`config.mk`:
```
export PLATFORM = sky130hd
export DESIGN_NAME = banked_vic
export DESIGN_NICKNAME = d
export VERILOG_FILES = /design/src/rtl/vic_pkg.sv /design/src/rtl/vic_bank.sv /design/src/rtl/vic_prio.sv /design/src/rtl/banked_vic.sv
export SDC_FILE = /design/constraint.sdc
export NUM_CORES = 1
export LEC_CHECK = 0
export BUFFER_PORTS_ARGS = -buffer_cell sky130_fd_sc_hd__buf_2
export CAP_MARGIN = 20
export CORE_ASPECT_RATIO = 0.75
export CORE_MARGIN = 2
export CORE_UTILIZATION = 58
export DETAILED_ROUTE_END_ITERATION = 10
export PLACE_DENSITY_LB_ADDON = 0.3
export SKIP_CTS_REPAIR_TIMING = 1
export SYNTH_ARGS = -nofsm -noshare
export SYNTH_HDL_FRONTEND = slang
export SYNTH_HIERARCHICAL = 1
export SYNTH_SLANG_ARGS = --single-unit
```
`constraint.sdc`:
```
create_clock -name clk -period 9.5 [get_ports clk]
set_clock_uncertainty 0.05 [all_clocks]
set_input_delay 0.475 -clock clk [delete_from_list [all_inputs] [get_ports clk]]
set_output_delay 0.475 -clock clk [all_outputs]
set_load 0.1 [all_outputs]
```
`src/rtl/vic_pkg.sv`:
```
// Package: shared constants and register-group codes for the banked
// vectored interrupt controller. Assumes 32-bit banks and byte addresses.
package vic_pkg;
    localparam int WORD_W = 32;

    // Register group: byte-address bits above [3:2]
    localparam logic [5:0] GRP_MISC  = 6'd0;  // vector, base, protect
    localparam logic [5:0] GRP_PEND  = 6'd1;
    localparam logic [5:0] GRP_FPEND = 6'd2;
    localparam logic [5:0] GRP_SEL   = 6'd3;
    localparam logic [5:0] GRP_EN    = 6'd4;
    localparam logic [5:0] GRP_MASK  = 6'd5;

    // Slots inside the miscellaneous group
    localparam logic [1:0] SLOT_VEC  = 2'd0;
    localparam logic [1:0] SLOT_BASE = 2'd1;
    localparam logic [1:0] SLOT_PROT = 2'd2;
endpackage

```
`src/rtl/vic_bank.sv`:
```
// Module: one bank of 32 sources. It holds the level-tracking pending
// bits, the sticky fast-pending bits, and the select, enable and mask
// words. Assumes the caller decodes the address into per-register
// write strobes.
module vic_bank
    import vic_pkg::*;
#(
    parameter int W = WORD_W
) (
    input  logic         clk,
    input  logic         rst_n,
    input  logic [W-1:0] src,
    input  logic         wr_fpend,
    input  logic         wr_sel,
    input  logic         wr_en,
    input  logic         wr_mask,
    input  logic [W-1:0] wdata,
    output logic [W-1:0] pend,
    output logic [W-1:0] fpend,
    output logic [W-1:0] sel,
    output logic [W-1:0] en,
    output logic [W-1:0] mask,
    output logic [W-1:0] active,
    output logic [W-1:0] fast
);
    logic [W-1:0] clr_bits;

    // Purpose: unmasked pending bits, and their selected subset.
    always_comb begin
        active   = pend & ~mask;
        fast     = active & sel;
        clr_bits = wr_fpend ? wdata : '0;
    end

    // Purpose: sample the source levels and update all bank registers.
    always_ff @(posedge clk) begin
        if (!rst_n) begin
            pend  <= '0;
            fpend <= '0;
            sel   <= '0;
            en    <= '0;
            mask  <= '0;
        end else begin
            pend  <= src;
            fpend <= (fpend & ~clr_bits) | fast;
            if (wr_sel)  sel  <= wdata;
            if (wr_en)   en   <= wdata;
            if (wr_mask) mask <= wdata;
        end
    end
endmodule

```
`src/rtl/vic_prio.sv`:
```
// Module: lowest-source-first search across all banks. It returns
// 4 * source number of the first active bit, or zero when no bit is
// active. Assumes the active bits are packed with bank 0 in the LSBs.
module vic_prio
    import vic_pkg::*;
#(
    parameter int NB = 3,
    parameter int W  = WORD_W
) (
    input  logic [NB*W-1:0]   active,
    output logic [WORD_W-1:0] vector
);
    localparam int N = NB * W;

    logic found;

    // Purpose: scan from source 0 upward and keep the first hit.
    always_comb begin
        found  = 1'b0;
        vector = '0;
        for (int n = 0; n < N; n++) begin
            if (!found && active[n]) begin
                found  = 1'b1;
                vector = WORD_W'(n * 4);
            end
        end
    end
endmodule

```
`src/rtl/banked_vic.sv`:
```
// Module: top level of the banked vectored interrupt controller. It
// decodes the register bus, instantiates one bank per 32 sources, ORs
// the request lines and registers the read data. Assumes at most three
// banks, since address bits [3:2] pick the bank and slot 3 is unused.
module banked_vic
    import vic_pkg::*;
#(
    parameter int NUM_BANKS = 3,
    parameter int ADDR_W    = 10
) (
    input  logic                       clk,
    input  logic                       rst_n,
    input  logic [NUM_BANKS*WORD_W-1:0] irq_src,
    input  logic [ADDR_W-1:0]          addr,
    input  logic                       rd_en,
    input  logic                       wr_en,
    input  logic [WORD_W-1:0]          wr_data,
    output logic [WORD_W-1:0]          rd_data,
    output logic                       irq_o,
    output logic                       fiq_o
);
    localparam int NUM_SRC = NUM_BANKS * WORD_W;
    localparam int GRP_W   = ADDR_W - 4;

    logic [GRP_W-1:0]  grp;
    logic [1:0]        slot;
    logic              aligned;
    logic [WORD_W-1:0] pend_b  [NUM_BANKS];
    logic [WORD_W-1:0] fpend_b [NUM_BANKS];
    logic [WORD_W-1:0] sel_b   [NUM_BANKS];
    logic [WORD_W-1:0] en_b    [NUM_BANKS];
    logic [WORD_W-1:0] mask_b  [NUM_BANKS];
    logic [NUM_SRC-1:0] pend_flat, fpend_flat, sel_flat, mask_flat;
    logic [NUM_SRC-1:0] active_flat, fast_flat;
    logic [WORD_W-1:0] vector, base_q, rd_next;
    logic              prot_q;

    // Purpose: split the byte address into group, bank slot and alignment.
    always_comb begin
        grp     = addr[ADDR_W-1:4];
        slot    = addr[3:2];
        aligned = (addr[1:0] == 2'b00);
    end

    for (genvar b = 0; b < NUM_BANKS; b++) begin : g_bank
        logic hit;
        assign hit = wr_en && aligned && (slot == 2'(b));

        vic_bank #(.W(WORD_W)) u_bank (
            .clk      (clk),
            .rst_n    (rst_n),
            .src      (irq_src[b*WORD_W +: WORD_W]),
            .wr_fpend (hit && (grp == GRP_W'(GRP_FPEND))),
            .wr_sel   (hit && (grp == GRP_W'(GRP_SEL))),
            .wr_en    (hit && (grp == GRP_W'(GRP_EN))),
            .wr_mask  (hit && (grp == GRP_W'(GRP_MASK))),
            .wdata    (wr_data),
            .pend     (pend_b[b]),
            .fpend    (fpend_b[b]),
            .sel      (sel_b[b]),
            .en       (en_b[b]),
            .mask     (mask_b[b]),
            .active   (active_flat[b*WORD_W +: WORD_W]),
            .fast     (fast_flat[b*WORD_W +: WORD_W])
        );

        assign pend_flat[b*WORD_W +: WORD_W]  = pend_b[b];
        assign fpend_flat[b*WORD_W +: WORD_W] = fpend_b[b];
        assign sel_flat[b*WORD_W +: WORD_W]   = sel_b[b];
        assign mask_flat[b*WORD_W +: WORD_W]  = mask_b[b];
    end

    vic_prio #(.NB(NUM_BANKS), .W(WORD_W)) u_prio (
        .active (active_flat),
        .vector (vector)
    );

    // Purpose: drive the processor request lines.
    always_comb begin
        irq_o = |active_flat;
        fiq_o = |fast_flat;
    end

    // Purpose: base-address and protect registers in the miscellaneous group.
    always_ff @(posedge clk) begin
        if (!rst_n) begin
            base_q <= '0;
            prot_q <= 1'b0;
        end else if (wr_en && aligned && grp == GRP_W'(GRP_MISC)) begin
            if (slot == SLOT_BASE) base_q <= {wr_data[WORD_W-1:2], 2'b00};
            if (slot == SLOT_PROT) prot_q <= wr_data[0];
        end
    end

    // Purpose: select the addressed register for a read; unmapped reads give 0.
    always_comb begin
        rd_next = '0;
        if (aligned) begin
            if (grp == GRP_W'(GRP_MISC)) begin
                case (slot)
                    SLOT_VEC:  rd_next = vector;
                    SLOT_BASE: rd_next = base_q;
                    SLOT_PROT: rd_next = {{(WORD_W-1){1'b0}}, prot_q};
                    default:   rd_next = '0;
                endcase
            end else begin
                for (int b = 0; b < NUM_BANKS; b++) begin
                    if (slot == 2'(b)) begin
                        case (grp)
                            GRP_W'(GRP_PEND):  rd_next = pend_b[b];
                            GRP_W'(GRP_FPEND): rd_next = fpend_b[b];
                            GRP_W'(GRP_SEL):   rd_next = sel_b[b];
                            GRP_W'(GRP_EN):    rd_next = en_b[b];
                            GRP_W'(GRP_MASK):  rd_next = mask_b[b];
                            default:           rd_next = '0;
                        endcase
                    end
                end
            end
        end
    end

    // Purpose: register the read data on a read strobe.
    always_ff @(posedge clk) begin
        if (!rst_n)     rd_data <= '0;
        else if (rd_en) rd_data <= rd_next;
    end
endmodule

```
==> reports/qor.txt <==
Status = finished clean
Reg2reg setup slack = 4780 ps
Most frequent cells in the layout = 543 x dfxtp_1, 388 x nor2b_1, 357 x mux2i_1
Synthesis-stage register bit count = 543
CP peak stage delay = 930 ps
Final hold vios = 0
CP required = 9960 ps
R2R depth = 12
Combinational fraction of design power = 0.089
Min-delay src = irq_src[15]
Sequential fraction of the synthesis area = 0.379
Pins Over Slew Limit = 0
Internal power = 3.75 mW
# setup viols final = 0
CP Data Arrival Time = 5180 ps
Row count = 70
HPWL Detailed = 74800 um
Hold path cells = 2
Port bufs = 175
Critical path's slowest cell = nor4_1
First-pass GRT wire length = 163000 um
FF-to-FF Start = g_bank[0].u_bank/pend[20]
Gate Count Post-Synth = 3074
Async S/R FF share, synth = 0
Peak Freq = 212 MHz
CTS tree = yes
Avg Inst Size Synth = 9.32 sq um
DRT iter0 DRCs = 3650
Ports = 176
Largest net degree at the start of global routing = 167
Post-Route WL = 113000 um
DRC Markers = 0
Area grow syn2layout = 8.72%
Full die area = 51200 sq um
CTS H-tree depth = 2
Number of flops mapped to enable cells by yosys = 0
GPL Wtd Cong = 1.04
CTS Buf Count = 53
Clock buffer depth = 3
Period utilization = 0.497
Tmin final = 4720 ps
DRT Pass-1 Iters = 9
Vias per cell = 6.81
Initial antenna violation count = 9
Root buffer cell = clkbuf_16
Hold_ws = 11.3 ps
Switching share of power = 0.256
Clock latency on the worst-skew pair = 610 ps
Synth unique cells = 72
Cell taking the most area after synthesis = dfxtp_1
Final ANT Viol Nets = 0
Gr ovfl total = 0
Hold Crit Endpoint = g_bank[0].u_bank/pend[15]
Static leakage = 10.8 nW
Fin Setup TNS = 0 ps
Max-cap check violation count = 0
Syn Std Cell Area = 28600 sq um
Core box area = 48800 sq um
Slew @ Worst Pin = 1240 ps
Switch Pwr = 1.29 mW
Die width = 261 um
Top delay family on crit path = simple AND/OR/NAND/NOR gates
Share of layout cells above drive strength 1 = 0.137
CP Launch Type = flop
Ys flop type = dfxtp_1
Yosys warning total = 6
Max_slew headroom = 0.168
Worst-path clk slew = 70 ps
Power Total = 5.04 mW
Vias = 26.0k
Critical path class = flop to flop
CP bufs+invs = 0
RSZ-0062 raised after global routing = no
Top cells by area, synth = dfxtp_1 38%, mux2i_1 12%, nor2b_1 8.6%, mux2_2 3.5%, a21boi_0 3.3%
Chip height = 196 um
Peak VDD IR = 0.125 mV
HP Class = input pin to flop
R2R Path End = rd_data[2]
Crit path max fanout = 15
Setup crit end kind = flop
CTS sink count = 543
Pwr/cell area = 162 nW/um^2
Clock power frac = 0.450
Sequential power share = 0.461
Top cell type's share of synthesized area = 0.379
Gr usage total = 0.427
DR WL/cell = 29.5 um
Vias in the first global route = 24.6k
Most common cell after layout, fill and taps aside = dfxtp_1
Final net count = 3266
CP cell instances = nor2b_1 > nor4_1 > nand2_1 > nor4_2 > nand2_1 > nor4_1 > a311oi_1 > nand4_1 > mux2i_1 > nor2_1 > o21ai_0 > a222oi_1
Initial core utilization = 0.587
-- state kept, by name (all words and copies together) (netlist names) --
signal               cells
g_bank.u_bank/mask      96
g_bank.u_bank/en        96
g_bank.u_bank/pend      96
g_bank.u_bank/sel       96
prot_q                   1
rd_data                 32
base_q                  30
g_bank.u_bank/fpend     96
-- Yosys cell counts (11+ instances only) --
cell type and number:
and2_1 99, nor2_1 122, and3_1 33, nand4_1 52, nand2_1 117, nor4_1 70, a222oi_1 30, mux2i_1 357
nor2b_1 393, or4_1 11, buf_8 30, nand3_1 134, mux2_2 89, buf_2 26, o21ai_0 90, buf_4 49
a21boi_0 126, o21ai_1 13, buf_1 18, clkbuf_1 109, a21oi_1 48, dfxtp_1 543, o21a_1 96, o2111ai_1 31
and3b_1 96, o211ai_1 29, a22oi_1 62, nor3_1 20, o221ai_1 37, buf_6 18, inv_1 22
-- through the flow --
stage,setup slack [ps],std cells,area [sq um],util
after global routing,4660,3813,31100,0.638
after global placement,5130,3715,29300,0.600
final,4780,3814,31100,0.638
after detailed placement,5050,3715,29300,0.600
after floorplan,6220,3098,28700,-
after CTS,4990,3811,31100,0.638
-- worst max path at each step --
stage	from	slack, ps	depth (start not counted)	endpoint
4_1_cts	g_bank[0].u_bank/pend[20]	4990	12	rd_data[2]
5_1_grt	g_bank[0].u_bank/mask[20]	4660	12	rd_data[2]
6_report	g_bank[0].u_bank/pend[20]	4780	12	rd_data[2]
3_5_place_dp	g_bank[0].u_bank/mask[20]	5050	12	rd_data[2]
3_3_place_gp	g_bank[0].u_bank/pend[20]	5130	12	rd_data[2]
2_1_floorplan	g_bank[0].u_bank/pend[29]	6220	12	rd_data[8]
-- worst reg2reg max path: stages (launching register included) --
cell,delay [ps]
dfxtp_1,320
nor2b_1,200
nor4_1,930
nand2_1,260
nor4_2,660
nand2_1,550
nor4_1,550
a311oi_1,280
nand4_1,180
mux2i_1,80
nor2_1,100
o21ai_0,90
a222oi_1,370
-- logic make-up after synthesis --
family / share of synthesized area
AO/OA/AOI/OAI: 0.156
buffers and inverters: 0.0599
flip-flops: 0.379
multiplexers: 0.160
other: 0.000131
AND/OR/NAND/NOR: 0.245
-- power by group through the flow --
stage	combinational [mW]	sequential, mW	clock (mW)
floorplan	0.257	2.36	0
global placement	0.419	2.37	0
detailed placement	0.420	2.37	0
CTS	0.423	2.32	2.27
global route	0.457	2.32	2.37
finish	0.447	2.32	2.27
-- final cells by class --
type | count | area, sq um
multi-input cells | 2282 | 16300
diodes | 1 | 2.50
clock inverters | 26 | 348
clock buffers | 70 | 1480
flip-flops and latches | 543 | 10900
fillers | 4004 | 17600
inverters | 22 | 82.6
well taps | 648 | 811
repair buffers | 222 | 1260
-- routing by layer --
metal  track usage  up-vias  part of all wire
li1              -    11232                 -
met1         0.600    12497              0.41
met2         0.611     1880              0.41
met3         0.130      363              0.14
met4         0.167        6             0.042
met5             0        -           0.00030
Power figures use the tool's default switching activity.
